## config.mk

```make
export PLATFORM = sky130hd
export DESIGN_NAME = dctx_xlate
export DESIGN_NICKNAME = d
export VERILOG_FILES = /design/src/rtl/dctx_pkg.sv /design/src/rtl/dctx_perm_check.sv /design/src/rtl/dctx_addr_gen.sv /design/src/rtl/dctx_xlate.sv
export SDC_FILE = /design/constraint.sdc
export NUM_CORES = 1
export LEC_CHECK = 0
export ABC_AREA = 1
export BUFFER_PORTS_ARGS = -buffer_cell sky130_fd_sc_hd__buf_2
export CAP_MARGIN = 10
export CORE_MARGIN = 3
export CORE_UTILIZATION = 58
export DETAILED_ROUTE_END_ITERATION = 16
export GPL_TIMING_DRIVEN = 0
export PLACE_DENSITY = 0.9
export SETUP_SLACK_MARGIN = 0.2
export SYNTH_ARGS = -nofsm -noshare
export SYNTH_HDL_FRONTEND = slang
export SYNTH_SLANG_ARGS = --single-unit
```

## constraint.sdc

```tcl
create_clock -name clk -period 4.43 [get_ports clk]
set_input_delay 0.2215 -clock clk [delete_from_list [all_inputs] [get_ports clk]]
set_output_delay 0.2215 -clock clk [all_outputs]
set_load 0.03 [all_outputs]
```

## src/rtl/dctx_pkg.sv

```systemverilog
package dctx_pkg;
  localparam int WORD_W     = 32;
  localparam int PAGE_SH    = 12;
  localparam int PTE_WR_BIT = 1;
  localparam int EFF_W      = WORD_W + 1;

  typedef enum logic [1:0] {
    ACC_RW  = 2'd0,
    ACC_RO  = 2'd1,
    ACC_WO  = 2'd2,
    ACC_RW2 = 2'd3
  } acc_e;

  typedef struct packed {
    logic [11:0] adjust;
    logic [1:0]  rsvd;
    logic [1:0]  tgt;
    logic [1:0]  acc;
    logic        linear;
    logic        pt_present;
    logic [11:0] cls;
  } ctl_word_t;

  typedef enum logic [2:0] {
    S_IDLE, S_CTL_RD, S_CTL_WT, S_LIM_RD, S_LIM_WT, S_PTE_RD, S_PTE_WT
  } state_e;
endpackage

```

## src/rtl/dctx_perm_check.sv

```systemverilog
module dctx_perm_check
  import dctx_pkg::*;
(
  input  logic [WORD_W-1:0] offset,
  input  logic [WORD_W-1:0] limit,
  input  logic              write,
  input  logic [1:0]        acc,
  output logic              deny
);
  logic over_limit;
  logic dir_bad;

  always_comb begin
    over_limit = offset > limit;
    dir_bad    = (write && acc == ACC_RO) || (!write && acc == ACC_WO);
    deny       = over_limit || dir_bad;
  end
endmodule

```

## src/rtl/dctx_addr_gen.sv

```systemverilog
module dctx_addr_gen
  import dctx_pkg::*;
#(
  parameter int AW = 16
) (
  input  logic [AW-1:0]     base,
  input  logic [WORD_W-1:0] offset,
  input  logic [11:0]       adjust,
  input  logic              linear,
  input  logic [WORD_W-1:0] pte,
  output logic [AW-1:0]     pte_addr,
  output logic [WORD_W-1:0] phys
);
  localparam int IDX_W = EFF_W - PAGE_SH;

  logic [EFF_W-1:0]  eff;
  logic [IDX_W-1:0]  page_idx;
  logic [AW-1:0]     idx_trunc;
  logic [WORD_W-1:0] frame;

  always_comb begin
    eff       = {1'b0, offset} + {{(EFF_W-12){1'b0}}, adjust};
    page_idx  = eff[EFF_W-1:PAGE_SH];
    idx_trunc = AW'(page_idx);
    pte_addr  = base + AW'(2) + (linear ? '0 : idx_trunc);
    frame     = {pte[WORD_W-1:PAGE_SH], {PAGE_SH{1'b0}}};
    if (linear) phys = frame + eff[WORD_W-1:0];
    else        phys = {pte[WORD_W-1:PAGE_SH], eff[PAGE_SH-1:0]};
  end
endmodule

```

## src/rtl/dctx_xlate.sv

```systemverilog
module dctx_xlate
  import dctx_pkg::*;
#(
  parameter int AW = 16
) (
  input  logic              clk,
  input  logic              rst,
  input  logic              req_valid,
  input  logic              req_write,
  input  logic [AW-1:0]     req_base,
  input  logic [WORD_W-1:0] req_offset,
  output logic              busy,
  output logic              rd_en,
  output logic [AW-1:0]     rd_addr,
  input  logic [WORD_W-1:0] rd_data,
  output logic              done,
  output logic              fault,
  output logic [WORD_W-1:0] phys_addr,
  output logic [1:0]        target
);
  state_e            state;
  logic [AW-1:0]     base_q;
  logic [WORD_W-1:0] off_q;
  logic              wr_q;
  logic [11:0]       adj_q;
  logic [1:0]        tgt_q;
  logic [1:0]        acc_q;
  logic              lin_q;
  ctl_word_t         ctl_in;
  logic              deny;
  logic [AW-1:0]     pte_addr;
  logic [WORD_W-1:0] phys_c;

  assign ctl_in = ctl_word_t'(rd_data);
  assign busy   = (state != S_IDLE);

  dctx_perm_check perm_i (
    .offset (off_q),
    .limit  (rd_data),
    .write  (wr_q),
    .acc    (acc_q),
    .deny   (deny)
  );

  dctx_addr_gen #(.AW(AW)) agen_i (
    .base     (base_q),
    .offset   (off_q),
    .adjust   (adj_q),
    .linear   (lin_q),
    .pte      (rd_data),
    .pte_addr (pte_addr),
    .phys     (phys_c)
  );

  always_ff @(posedge clk) begin
    if (rst) begin
      state     <= S_IDLE;
      base_q    <= '0;
      off_q     <= '0;
      wr_q      <= 1'b0;
      adj_q     <= '0;
      tgt_q     <= '0;
      acc_q     <= '0;
      lin_q     <= 1'b0;
      rd_en     <= 1'b0;
      rd_addr   <= '0;
      done      <= 1'b0;
      fault     <= 1'b0;
      phys_addr <= '0;
      target    <= '0;
    end else begin
      done  <= 1'b0;
      rd_en <= 1'b0;
      unique case (state)
        S_IDLE: if (req_valid) begin
          base_q  <= req_base;
          off_q   <= req_offset;
          wr_q    <= req_write;
          rd_en   <= 1'b1;
          rd_addr <= req_base;
          state   <= S_CTL_RD;
        end
        S_CTL_RD: state <= S_CTL_WT;
        S_CTL_WT: begin
          adj_q   <= ctl_in.adjust;
          tgt_q   <= ctl_in.tgt;
          acc_q   <= ctl_in.acc;
          lin_q   <= ctl_in.linear;
          rd_en   <= 1'b1;
          rd_addr <= base_q + AW'(1);
          state   <= S_LIM_RD;
        end
        S_LIM_RD: state <= S_LIM_WT;
        S_LIM_WT: begin
          if (deny) begin
            done      <= 1'b1;
            fault     <= 1'b1;
            phys_addr <= '0;
            target    <= '0;
            state     <= S_IDLE;
          end else begin
            rd_en   <= 1'b1;
            rd_addr <= pte_addr;
            state   <= S_PTE_RD;
          end
        end
        S_PTE_RD: state <= S_PTE_WT;
        S_PTE_WT: begin
          done  <= 1'b1;
          state <= S_IDLE;
          if (wr_q && !rd_data[PTE_WR_BIT]) begin
            fault     <= 1'b1;
            phys_addr <= '0;
            target    <= '0;
          end else begin
            fault     <= 1'b0;
            phys_addr <= phys_c;
            target    <= tgt_q;
          end
        end
        default: state <= S_IDLE;
      endcase
    end
  end
endmodule

```

* Yosys cells after proc, flatten, opt, wreduce, memory -nomap -nowiden
Cells that the tools add are included.
Cells by class: equality and inequality tests 11, $lt $le $gt $ge 1, $add $sub $neg 5, mux-type cells 22, reductions and logical operators 14
Operators by type and width (count):
- $mux W32 | 3
- $pmux W32 S2 | 1
- $mux W16 | 3
- $pmux W16 S3 | 1
- $add A32 B12 Y32 | 1
- $add A32 B32 Y32 | 1
- $gt A32 B32 Y1 | 1
- $pmux W3 S6 | 1
- $add A16 B1 Y16 const B | 1
- $add A16 B16 Y16 | 1
- $add A16 B2 Y16 const B | 1
- $eq A3 B3 Y1 const B | 3
- $eq A3 B2 Y1 const B | 2
- $mux W3 | 2
- $ne A2 B2 Y1 const B | 3
- $reduce_bool A3 Y1 | 2
- $mux W1 | 5
- $mux W2 | 2
- $pmux W1 S2 | 2
- $pmux W2 S2 | 1
- $reduce_and A2 Y1 | 2
- $eq A3 B1 Y1 const B | 1
- $logic_and A1 B1 Y1 | 3
- $logic_not A3 Y1 | 1
- other kinds (7) | 9
Word-level totals: register bits 122, input bits 84

* Longest topological paths before layout
depth in word-level cells 6, mapped depth 27, depth with buffers taken out 27

* Modules after synthesis
A second synthesis with hierarchy kept.
Unflattened totals: cell total of the unflattened synthesis 1375, area, all modules 9077.5 um^2
Modules (own cells, without submodules):
- dctx_xlate | instances 1, cells an instance 667, seq. area each 2442.3 um^2, area each 4888.4 um^2
- dctx_addr_gen | instances 1, cells an instance 557, seq. area each 0.0 um^2, area each 3266.9 um^2
- dctx_perm_check | instances 1, cells an instance 151, seq. area each 0.0 um^2, area each 922.1 um^2

* Worst setup path before layout
OpenSTA, ideal clock, no wires.
path type register -> register, from reg adj_q[0], to reg rd_addr[15], data required time 4.312 ns, setup slack 0.720 ns, cell stages (with the launch flop) 25, setup time 0.118 ns, arrival time 3.592 ns, period minus slack after synthesis 3.710 ns, cells stage by stage dfxtp_1 -> ha_1 -> fa_1 -> nand3_1 -> nand2_1 -> nand2_1 -> nand2_1 -> a21oi_2 -> o21bai_2 -> a21boi_2 -> nor2_1 -> xor2_1 -> nor2_1 -> ha_1 -> fa_1 -> nand3_1 -> nand3_1 -> nand2_1 -> nand2_1 -> a21oi_1 -> inv_1 -> a21oi_1 -> nand3_1 -> nand3_1 -> a21oi_1
On the way: cells in the longest elaborated chain, start to end 5
RTL lines:
- start: declaration | line dctx_xlate.sv:25 | logic [11:0] adj_q;
- start signal: assignment | line dctx_xlate.sv:85 | adj_q <= ctl_in.adjust;
- $add A32 B12 Y32 | line dctx_addr_gen.sv:22 | eff = {1'b0, offset} + {{(EFF_W-12){1'b0}}, adjust};
- $mux W16 | line dctx_addr_gen.sv:25 | pte_addr = base + AW'(2) + (linear ? '0 : idx_trunc);
- $add A16 B16 Y16 | line dctx_addr_gen.sv:25
- $mux W16 | line dctx_xlate.sv:95 | if (deny) begin
- $pmux W16 S3 | line dctx_xlate.sv:74 | unique case (state)
- end signal: assignment | line dctx_xlate.sv:80 | rd_addr <= req_base;
- end signal: assignment | line dctx_xlate.sv:90 | rd_addr <= base_q + AW'(1);
- end signal: assignment | line dctx_xlate.sv:103 | rd_addr <= pte_addr;
- end: declaration | line dctx_xlate.sv:14 | output logic [AW-1:0] rd_addr,
No other way between the ends. The select of a mux whose other input is x is not followed. A chain may end at the register's enable or synchronous reset.

* Worst setup path in the final report
from reg off_q[0], to reg rd_addr[11]
On the way: cells in the longest elaborated chain, start to end 5, elaborated cells between the ends (all ways) 9, those cells by class 2 x add/sub; 1 x order compare; 1 x eq/ne; 3 x mux; 2 x reduce/logical
RTL lines:
- start: declaration | line dctx_xlate.sv:23 | logic [WORD_W-1:0] off_q;
- start signal: assignment | line dctx_xlate.sv:77 | off_q <= req_offset;
- $add A32 B12 Y32 | line dctx_addr_gen.sv:22
- $mux W16 | line dctx_addr_gen.sv:25
- $add A16 B16 Y16 | line dctx_addr_gen.sv:25
- $mux W16 | line dctx_xlate.sv:95
- $pmux W16 S3 | line dctx_xlate.sv:74
Several ways; a longest one is shown, not always the timed one. The select of a mux whose other input is x is not followed.

==> results.md <==
* Grt total ovfl at 0
* Vias at 9967
* Switching share of total power at 0.377
* Drt drc at 0
* Max_cap viols at 0
* Relative max-transition margin at 0.501
* Crit path kind: flip-flop to flip-flop
* Largest family of logic cells by synthesized area: simple AND/OR/NAND/NOR gates
* Slew Viols, Final at 0
* GRT Total Usage at 0.355
* Sw power at 1.49 mW
* Die area at 16900 um^2
* Skew final at 11.0 ps
* Synth warn at 0
* Comb pwr share at 0.304
* Core Util, Final at 0.727
* Power per cell area at 366 nW/um^2
* Pint at 2.46 mW
* Async SR Flop Fraction at 0
* CP Launch Point: off_q[0]$_SDFFE_PP0P_
* WP data required at 4790 ps
* DR iter-0 viols at 931
* Status: finished, final reports clean
* Crit Path Max Fanout at 4
* CTS sink count at 122
* Largest net degree at the start of global routing at 17
* Mean Syn Cell Area at 6.68 um^2
* Final HPWL DP at 23700 um
* Post-synth EDFFs at 0
* I/O pin total at 138
* Wire per inst at 18.2 um
* Initial antenna violation count at 0
* Top cell type's share of synthesized area at 0.274
* Vias in the first global route at 9234
* Slew @ Worst Pin at 749 ps
* # hold bufs at CTS at 0
* Seq/Total Area, Yosys at 0.274
* Die Ht at 130 um
* Post-synth top cells: nand2_1 (288), a21oi_1 (193), inv_1 (150)
* Synth Area in Compound Gates at 0.213
* Main synth FF type: dfxtp_1
* Leak Pwr at 5.15 nW
* Layout Nets at 1680
* Worst R2R Setup Slack at 290 ps
* Post-route ant nets at 0
* Reg2reg end: rd_addr[11]$_SDFFE_PP0P_
* Area contributors post-synth: dfxtp_1 (27%), ha_1 (13%), nand2_1 (12%), a21oi_1 (11%), inv_1 (6.3%)
* Worst EP arrival at 4510 ps
* Seq pwr share at 0.332
* Worst-path clk slew at 60 ps
* Width of the chip at 130 um
* Unrepaired setup endpoints after global routing: true
* Setup tns final at 0 ps
* Initial Utilization at 0.602
* Final min period at 4140 ps
* Length in cells of the worst reg-to-reg path at 26
* Worst IR Drop VDD at 0.339 mV
* Post-synthesis cell type count at 48
* ANT cells at 0
* Buffers on Ports at 136
* Final WL at 30900 um
* CTS buffer count at 17
* Net Count, Synth at 1514
* Most frequent cell after synthesis: nand2_1
* Core area at 14800 um^2
* First-pass GRT wire length at 46400 um
* Final hold violations at 0
* CP Capture Point: rd_addr[11]$_SDFFE_PP0P_
* Cells after Synth at 1334
* Final period util at 0.935
* Mux cell area share after synthesis at 0
* CTS tree: yes
* Pre-antenna DRT Iters at 8
* Yosys reg bits at 122
* XOR/XNOR share of the synthesized area at 0.0285
* Clock latency on the worst-skew pair at 430 ps
* Final setup violation count at 0
* Cell Rows at 44
* Layout cells sized above 1 at 0.181
* CP endpoint kind: flip-flop
* Mapped cell area at 8920 um^2
* Vias per cell at 5.87
* Simple-gate area share of the yosys netlist at 0.259
* Clock tree buffer depth at 2
* Root Buffer: clkbuf_16
* Gpl congestion at 1.04
* Reg2reg start: off_q[0]$_SDFFE_PP0P_
* Clock power frac at 0.364
* Yosys top cell by area: dfxtp_1
* Post-Synth Adder-Cell Area at 0.137
* Critical Path Source Type: flip-flop
* FMAX at 0.241 GHz
* Area Overhead vs Synth at 20.7%
* H-tree depth at 4
* Hold crit path type: input pin to flip-flop
[power groups by stage]
stage | Combinational, mW | Clock [mW] | Sequential (mW)
2_1_floorplan | 0.736 | 0 | 1.35
3_3_place_gp | 1.09 | 0 | 1.32
3_5_place_dp | 1.11 | 0 | 1.32
4_1_cts | 1.13 | 1.43 | 1.30
5_1_grt | 1.32 | 1.48 | 1.32
6_report | 1.20 | 1.43 | 1.31
[placed cells by master, fill, tap and decap left out, drive strengths merged, types with 48 or more instances in the layout]
cell type	n
inv	160
nand3	74
a21oi	196
dfxtp	122
nand2	293
nor2	106
o21ai	120
ha	93
buf	159
clkbuf	48
[critical path: stages (launching register included)]
cell and delay (ps):
dfxtp_1 320, ha_2 210, fa_2 390, nand3_1 110
nand2_2 70, nand2_1 60, nand2_1 80, a21oi_4 170
o21bai_4 90, a21boi_2 150, buf_4 140, nor2_1 60
xor2_2 250, nor2_2 70, ha_1 350, fa_2 390
nand3_4 110, nand3_4 90, nand2_2 70, nand2_2 70
a21oi_2 170, inv_2 60, nand2_2 60, nand3_2 130
o211ai_1 150, nand2_1 120, a21oi_2 120
[worst min path at each step]
stage / startpoint / endpoint / cells past startpoint
floorplan: req_offset[2] / off_q[2]$_SDFFE_PP0P_ / 2
global placement: phys_addr[15]$_SDFFE_PP0P_ / phys_addr[15]$_SDFFE_PP0P_ / 2
detailed placement: phys_addr[18]$_SDFFE_PP0P_ / phys_addr[18]$_SDFFE_PP0P_ / 2
CTS: req_offset[13] / off_q[13]$_SDFFE_PP0P_ / 3
global route: req_offset[4] / off_q[4]$_SDFFE_PP0P_ / 3
finish: req_offset[1] / off_q[1]$_SDFFE_PP0P_ / 3
[through the flow]
stage | hold WS (ps) | instances | total power [mW] | area [um^2] | worst slack, ps
3_3_place_gp | 443 | 1654 | 2.41 | 9830 | -147
5_1_grt | 42.2 | 1697 | 4.11 | 10800 | 156
4_1_cts | 32.5 | 1688 | 3.86 | 10500 | 202
6_report | 33.0 | 1697 | 3.94 | 10800 | 288
3_5_place_dp | 447 | 1654 | 2.43 | 9830 | -162
2_1_floorplan | 365 | 1334 | 2.09 | 8920 | 720
[routing by layer]
metal | part of all wire | GRT usage
met5 | 0 | 0
met4 | 0.052 | 0.183
met3 | 0.088 | 0.0520
met2 | 0.46 | 0.593
met1 | 0.40 | 0.445
[cell families after synthesis]
| group | count (synthesis) |
|---|---|
| buffers and inverters | 196 |
| AND/OR/NAND/NOR | 537 |
| adder cells (fa/ha/maj) | 96 |
| XOR/XNOR | 29 |
| AO/OA/AOI/OAI | 354 |
| flip-flops | 122 |
[state kept, by name, indices dropped and copies added (netlist names), 2 cells and up]
name / cells
tgt_q: 2
off_q: 32
state: 3
target: 2
rd_addr: 16
adj_q: 12
base_q: 16
phys_addr: 32
acc_q: 2
[layout make-up]
type | instances | area (um^2)
multi-input cells | 1016 | 5940
inverters | 154 | 578
plain buffers | 42 | 204
repair buffers | 147 | 763
clock inverters | 14 | 159
flip-flops and latches | 122 | 2440
clock buffers | 18 | 439
well taps | 184 | 230
fillers | 1271 | 4050
[timing repair]
item | in CTS | in global routing
gates resized for setup | 17 | 45
pin swaps | 5 | 16
endpoints found under the setup margin | 11 | 18
setup buffers | 2 | 9
(Power assumes the default switching activity.)
